--- config.mk ---
export PLATFORM = sky130hd
export DESIGN_NAME = hot_swap_seq
export DESIGN_NICKNAME = d
export VERILOG_FILES = /design/src/rtl/hot_swap_pkg.sv /design/src/rtl/hot_swap_datapath.sv /design/src/rtl/hot_swap_ctrl.sv /design/src/rtl/hot_swap_seq.sv
export SDC_FILE = /design/constraint.sdc
export NUM_CORES = 1
export LEC_CHECK = 0
export BUFFER_PORTS_ARGS = -buffer_cell sky130_fd_sc_hd__buf_2
export CORE_ASPECT_RATIO = 0.7
export CORE_MARGIN = 3
export CORE_UTILIZATION = 45
export DETAILED_ROUTE_END_ITERATION = 7
export GPL_TIMING_DRIVEN = 0
export SETUP_SLACK_MARGIN = 0.05
export SLEW_MARGIN = 20
export SYNTH_ARGS = -nofsm -noshare
export SYNTH_HDL_FRONTEND = slang
export SYNTH_SLANG_ARGS = --single-unit
--- constraint.sdc ---
create_clock -name clk -period 2.5 [get_ports clk]
set_input_delay 0.375 -clock clk [delete_from_list [all_inputs] [get_ports clk]]
set_output_delay 0.375 -clock clk [all_outputs]
set_load 0.02 [all_outputs]
--- src/rtl/hot_swap_pkg.sv ---
package hot_swap_pkg;

  localparam int FAULT_BITS = 4;
  localparam int F_UV = 0;
  localparam int F_OV = 1;
  localparam int F_OC = 2;
  localparam int F_PB = 3;

  typedef enum logic [2:0] {
    S_IDLE   = 3'd0,
    S_START  = 3'd1,
    S_PG1    = 3'd2,
    S_PG2    = 3'd3,
    S_UP     = 3'd4,
    S_RETRY  = 3'd5,
    S_LATCH  = 3'd6,
    S_OVWAIT = 3'd7
  } seqState_t;

  typedef enum logic [1:0] {
    MULT_1X = 2'd0,
    MULT_2X = 2'd1,
    MULT_4X = 2'd2
  } tmrMult_t;

  typedef struct packed {
    logic                  tmrStart;
    tmrMult_t              tmrMult;
    logic                  breakerArm;
    logic [FAULT_BITS-1:0] faultSet;
  } ctrlStrobes_t;

endpackage

--- src/rtl/hot_swap_datapath.sv ---
module hot_swap_datapath
  import hot_swap_pkg::*;
#(
  parameter int NOM_CYCLES = 1000,
  parameter int CB_CYCLES  = 530
) (
  input  logic                  clk,
  input  logic                  rstN,
  input  ctrlStrobes_t          strobes,
  input  logic                  limFlag,
  input  logic                  faultClr,
  output logic                  tmrDone,
  output logic                  cbTrip,
  output logic [FAULT_BITS-1:0] faultReg
);

  localparam int TMR_W = $clog2(4 * NOM_CYCLES + 1);
  localparam int CB_W  = $clog2(CB_CYCLES + 1);
  localparam logic [TMR_W-1:0] LIM_1X = TMR_W'(NOM_CYCLES);
  localparam logic [TMR_W-1:0] LIM_2X = TMR_W'(2 * NOM_CYCLES);
  localparam logic [TMR_W-1:0] LIM_4X = TMR_W'(4 * NOM_CYCLES);
  localparam logic [CB_W-1:0]  CB_LAST = CB_W'(CB_CYCLES - 1);

  // Shared delay timer
  logic             tmrRun;
  logic [TMR_W-1:0] tmrCnt;
  logic [TMR_W-1:0] tmrLimit;
  logic [TMR_W-1:0] newLimit;

  always_comb begin
    case (strobes.tmrMult)
      MULT_2X: newLimit = LIM_2X;
      MULT_4X: newLimit = LIM_4X;
      default: newLimit = LIM_1X;
    endcase
  end

  assign tmrDone = tmrRun && (tmrCnt == (tmrLimit - TMR_W'(1)));

  always_ff @(posedge clk or negedge rstN) begin
    if (!rstN) begin
      tmrRun   <= 1'b0;
      tmrCnt   <= '0;
      tmrLimit <= LIM_1X;
    end else if (strobes.tmrStart) begin
      tmrRun   <= 1'b1;
      tmrCnt   <= '0;
      tmrLimit <= newLimit;
    end else if (tmrDone) begin
      tmrRun <= 1'b0;
    end else if (tmrRun) begin
      tmrCnt <= tmrCnt + TMR_W'(1);
    end
  end

  // Circuit-breaker: consecutive cycles of current limit while the gate is on
  logic [CB_W-1:0] cbCnt;

  assign cbTrip = strobes.breakerArm && limFlag && (cbCnt == CB_LAST);

  always_ff @(posedge clk or negedge rstN) begin
    if (!rstN) begin
      cbCnt <= '0;
    end else if (!strobes.breakerArm || !limFlag) begin
      cbCnt <= '0;
    end else if (cbCnt != CB_LAST) begin
      cbCnt <= cbCnt + CB_W'(1);
    end
  end

  // Sticky fault bits, set wins over clear
  for (genvar b = 0; b < FAULT_BITS; b++) begin : g_fault
    logic bitQ;
    always_ff @(posedge clk or negedge rstN) begin
      if (!rstN) begin
        bitQ <= 1'b0;
      end else if (strobes.faultSet[b]) begin
        bitQ <= 1'b1;
      end else if (faultClr) begin
        bitQ <= 1'b0;
      end
    end
    assign faultReg[b] = bitQ;
  end

endmodule

--- src/rtl/hot_swap_ctrl.sv ---
module hot_swap_ctrl
  import hot_swap_pkg::*;
(
  input  logic         clk,
  input  logic         rstN,
  input  logic         uvFlag,
  input  logic         ovFlag,
  input  logic         shortFlag,
  input  logic         convGoodN,
  input  logic         autoRetry,
  input  logic         faultClr,
  input  logic         tmrDone,
  input  logic         cbTrip,
  output ctrlStrobes_t strobes,
  output logic         gateEn,
  output logic         pgOut1,
  output logic         pgOut2
);

  seqState_t state;
  seqState_t nextState;
  logic      supplyOk;
  logic      gateState;
  logic      faultHit;
  tmrMult_t  faultMult;

  assign supplyOk  = !uvFlag && !ovFlag;
  assign gateState = (state == S_PG1) || (state == S_PG2) || (state == S_UP);

  always_comb begin
    nextState          = state;
    strobes            = '0;
    strobes.tmrMult    = MULT_1X;
    strobes.breakerArm = gateState;
    faultHit           = 1'b0;
    faultMult          = MULT_1X;

    case (state)
      S_IDLE: begin
        if (supplyOk) begin
          nextState        = S_START;
          strobes.tmrStart = 1'b1;
        end
      end
      S_START: begin
        if (!supplyOk) begin
          nextState = S_IDLE;
        end else if (tmrDone) begin
          nextState        = S_PG1;
          strobes.tmrStart = 1'b1;
          strobes.tmrMult  = MULT_2X;
        end
      end
      S_PG1, S_PG2, S_UP: begin
        if (shortFlag || cbTrip) begin
          strobes.faultSet[F_OC] = 1'b1;
          faultHit               = 1'b1;
          faultMult              = MULT_4X;
        end else if (ovFlag) begin
          strobes.faultSet[F_OV] = 1'b1;
          nextState              = S_OVWAIT;
        end else if (uvFlag) begin
          strobes.faultSet[F_UV] = 1'b1;
          faultHit               = 1'b1;
        end else if (state == S_PG1) begin
          if (tmrDone) begin
            nextState        = S_PG2;
            strobes.tmrStart = 1'b1;
            strobes.tmrMult  = MULT_4X;
          end
        end else if (state == S_PG2) begin
          if (!convGoodN) begin
            nextState = S_UP;
          end else if (tmrDone) begin
            strobes.faultSet[F_PB] = 1'b1;
            faultHit               = 1'b1;
          end
        end
      end
      S_RETRY: begin
        if (tmrDone) begin
          if (supplyOk) begin
            nextState        = S_START;
            strobes.tmrStart = 1'b1;
          end else begin
            nextState = S_IDLE;
          end
        end
      end
      S_LATCH: begin
        if (faultClr) begin
          if (supplyOk) begin
            nextState        = S_START;
            strobes.tmrStart = 1'b1;
          end else begin
            nextState = S_IDLE;
          end
        end
      end
      S_OVWAIT: begin
        if (supplyOk) begin
          nextState        = S_START;
          strobes.tmrStart = 1'b1;
        end
      end
      default: nextState = S_IDLE;
    endcase

    if (faultHit) begin
      if (autoRetry) begin
        nextState        = S_RETRY;
        strobes.tmrStart = 1'b1;
        strobes.tmrMult  = faultMult;
      end else begin
        nextState = S_LATCH;
      end
    end
  end

  always_ff @(posedge clk or negedge rstN) begin
    if (!rstN) begin
      state <= S_IDLE;
    end else begin
      state <= nextState;
    end
  end

  // Short circuit cuts the gate without waiting for a clock edge
  assign gateEn = gateState && !shortFlag;
  assign pgOut1 = gateState && !shortFlag;
  assign pgOut2 = ((state == S_PG2) || (state == S_UP)) && !shortFlag;

endmodule

--- src/rtl/hot_swap_seq.sv ---
module hot_swap_seq
  import hot_swap_pkg::*;
#(
  parameter int NOM_CYCLES = 1000,
  parameter int CB_CYCLES  = 530
) (
  input  logic       clk,
  input  logic       rstN,
  input  logic       uvFlag,
  input  logic       ovFlag,
  input  logic       limFlag,
  input  logic       shortFlag,
  input  logic       convGoodN,
  input  logic       autoRetry,
  input  logic       faultClr,
  output logic       gateEn,
  output logic       pgOut1,
  output logic       pgOut2,
  output logic [3:0] faultReg
);

  ctrlStrobes_t strobes;
  logic         tmrDone;
  logic         cbTrip;

  hot_swap_ctrl ctrl_i (
    .clk      (clk),
    .rstN     (rstN),
    .uvFlag   (uvFlag),
    .ovFlag   (ovFlag),
    .shortFlag(shortFlag),
    .convGoodN(convGoodN),
    .autoRetry(autoRetry),
    .faultClr (faultClr),
    .tmrDone  (tmrDone),
    .cbTrip   (cbTrip),
    .strobes  (strobes),
    .gateEn   (gateEn),
    .pgOut1   (pgOut1),
    .pgOut2   (pgOut2)
  );

  hot_swap_datapath #(
    .NOM_CYCLES(NOM_CYCLES),
    .CB_CYCLES (CB_CYCLES)
  ) dp_i (
    .clk     (clk),
    .rstN    (rstN),
    .strobes (strobes),
    .limFlag (limFlag),
    .faultClr(faultClr),
    .tmrDone (tmrDone),
    .cbTrip  (cbTrip),
    .faultReg(faultReg)
  );

endmodule

==> flow_metrics.env <==
export IMPL_status="completed"
export IMPL_utilization_pct=55.4
export IMPL_tightest_slew_ns=0.819
export IMPL_clockBufferDepth=2
export IMPL_cts_clk_slew_worst_paths_ns=0.08
export IMPL_clock_latency_ns=0.28
export IMPL_syn_nets=271
export IMPL_antenna_found_initial=0
export IMPL_io_buffer_count=15
export IMPL_synth_area_leaders="dfrtp_1, nor2_1, xnor2_1, ha_1, xor2_1"
export IMPL_synth_cell_type_count=51
export IMPL_synthesis_area_sq_um=2310
export IMPL_numCtsBuffers=5
export IMPL_nNetsFinal=302
export IMPL_clock_skew_ns=0.0105
export IMPL_core_sq_um=4860
export IMPL_viasPerCell=5.21
export IMPL_p_leak_nw=1.20
export IMPL_ios=16
export IMPL_finalCritPeriodShare_pct=94.5
export IMPL_dieArea_sq_um=6050
export IMPL_die_x_um=91.7
export IMPL_worst_ir_drop_vdd_mv=0.348
export IMPL_synth_top_area_cell="dfrtp_1"
export IMPL_crit_start="dp_i.tmrCnt[0]$_DFFE_PN0P_"
export IMPL_antenna_left=0
export IMPL_rr_startpoint="dp_i.tmrCnt[0]$_DFFE_PN0P_"
export IMPL_seq_area_frac_synth_pct=39.1
export IMPL_cp_end_kind="register"
export IMPL_first_iter_violations=83
export IMPL_worstSetupPathType="reg -> reg"
export IMPL_worst_r2r_path_depth=9
export IMPL_slew_headroom_pct=45.4
export IMPL_synth_main_ff_cell="dfrtp_1"
export IMPL_powerDensity_nw_per_um2=908
export IMPL_dp_cells=338
export IMPL_critPathArrivalTime_ns=2.57
export IMPL_dr_pass1_iters=4
export IMPL_antennaDiodeCount=0
export IMPL_gr_usage_all_layers_pct=17.0
export IMPL_rsz0062_at_grt="no"
export IMPL_yosys_warnings=0
export IMPL_grt_pass1_wl_um=8140
export IMPL_vias=1851
export IMPL_wl_um=4900
export IMPL_finalPower_mw=2.44
export IMPL_post_drt_wl_per_cell_um=13.8
export IMPL_start_util_pct=47.6
export IMPL_layout_commonest_cell="nor2_1"
export IMPL_postCtsHoldBufs=0
export IMPL_path_max_fanout=4
export IMPL_grt_pass1_vias=1635
export IMPL_hold_viol=0
export IMPL_period_needed_ns=2.36
export IMPL_critical_path_startpoint_type="register"
export IMPL_synthToLayoutAreaGrowth_pct=16.4
export IMPL_fmax_ghz=0.423
export IMPL_clock_sinks=36
export IMPL_place_congestion=0.892
export IMPL_drive_above_1_share_pct=24.1
export IMPL_synth_top_cell_area_share_pct=35.7
export IMPL_clock_root_buffer="clkbuf_8"
export IMPL_synth_cells=254
export IMPL_grt_overflow=0
export IMPL_setup_violations_final=0
export IMPL_die_y_um=66.0
export IMPL_synth_seq_cells=36
export IMPL_crit_end="dp_i.tmrLimit[3]$_DFFE_PN1P_"
export IMPL_remaining_drc_errors=0
export IMPL_r2r_setup_slack_ns=0.14
export IMPL_cp_required_ns=2.71
export IMPL_final_cells=355
export IMPL_cts_tree="built"
export IMPL_cts_htree_levels=2
export IMPL_mostFrequentLayoutCells="nor2_1, dfrtp_1, buf_2"
export IMPL_timing_rr_end="dp_i.tmrLimit[3]$_DFFE_PN1P_"
export IMPL_synth_edf_count=0
export IMPL_placement_rows=21
export IMPL_grt_max_degree=37
export IMPL_hold_class="in -> async"
export IMPL_cap_violations=0
export IMPL_synth_area_per_cell_sq_um=9.10
export IMPL_ys_async_sr_fraction_pct=100
export IMPL_slew_viol_final=0
export IMPL_hold_slack_ns=0.166
export IMPL_dp_hpwl_um=3380
==> per-stage QoR <==
stage / setup slack (ns) / setup TNS, ns / area (sq um)
floorplan: 0.141 / 0 / 2310
global placement: -0.113 / -0.149 / 2470
detailed placement: -0.119 / -0.159 / 2470
CTS: 0.0540 / 0 / 2600
global route: 0.00465 / 0 / 2690
finish: 0.136 / 0 / 2690
==> cell families after synthesis <==
group / count (synthesis) / synth area share (%)
AO/OA/AOI/OAI: 41 / 12.0
XOR/XNOR: 24 / 9.09
adder cells (fa/ha/maj): 8 / 4.33
buffers and inverters: 29 / 6.55
flip-flops: 36 / 39.1
multiplexers: 8 / 4.17
AND/OR/NAND/NOR: 108 / 24.7
==> synth_stat cells (all sizes together), types with 5 or more instances <==
library cell,instances
nor4,5
dfrtp,33
a21oi,10
nand4,5
o21ai,11
ha,8
nand2,15
inv,15
xor2,10
buf,10
nor3,10
nand3,12
nor2,34
xnor2,14
==> worst max-delay path, cell delays in order, from the launching register on <==
cell and delay [ns]:
dfrtp_1 0.38, ha_1 0.25, nand4_1 0.20, nor3_2 0.22
nand3_1 0.16, nor3b_4 0.28, a21o_1 0.19, inv_1 0.07
ha_1 0.30, mux2_4 0.26
==> layout make-up <==
| cell class | count | area (sq um) |
|---|---|---|
| Timing Repair Buffer | 24 | 144 |
| Clock buffer | 7 | 86.3 |
| Clock inverter | 1 | 7.51 |
| Sequential cell | 36 | 905 |
| Multi-Input combinational cell | 189 | 1310 |
| Inverter | 15 | 56.3 |
| Buffer | 14 | 95.1 |
| Tap cell | 69 | 86.3 |
| Fill cell | 448 | 2170 |
==> timing repair <==
| item | CTS | global route |
|---|---|---|
| endpoints found under the setup margin | 11 | 21 |
| pin swaps | 2 | 9 |
| buffers inserted | 3 | 5 |
| gates resized for setup | 2 | 9 |
| gates cloned | 0 | 1 |
==> flip-flops by register name, summed over array words and instances (netlist names) <==
register and cells:
dp_i.tmrRun 1, dp_i.g_fault.bitQ 4, ctrl_i.state 3, dp_i.cbCnt 10, dp_i.tmrCnt 12, dp_i.tmrLimit 6
==> routing by layer <==
layer  track usage, %  up-vias  part of all wire [%]
li1                 -      946                     -
met1             27.0      860                    55
met2             23.3       41                    40
met3             3.53        4                   4.9
met4             3.38        0                  0.65
met5                0        -                     0
==> worst min path at each step <==
stage / start / endpoint / slack [ns] / depth (start not counted)
after floorplan: rstN / ctrl_i.state[0]$_DFFE_PN0P_ / 0.08 / 0
after global placement: dp_i.tmrLimit[6]$_DFFE_PN1P_ / dp_i.tmrLimit[6]$_DFFE_PN1P_ / 0.50 / 2
after detailed placement: dp_i.tmrLimit[6]$_DFFE_PN1P_ / dp_i.tmrLimit[6]$_DFFE_PN1P_ / 0.49 / 2
after CTS: rstN / ctrl_i.state[1]$_DFFE_PN0P_ / 0.22 / 1
after global routing: rstN / ctrl_i.state[1]$_DFFE_PN0P_ / 0.26 / 1
final: rstN / ctrl_i.state[1]$_DFFE_PN0P_ / 0.17 / 1
==> power breakdown <==
group / internal [mW] / switching, mW
registers: 0.716 / 0.117
clock network: 0.224 / 0.213
logic: 0.519 / 0.656
Note: power is estimated with default switching activity, not from simulation.
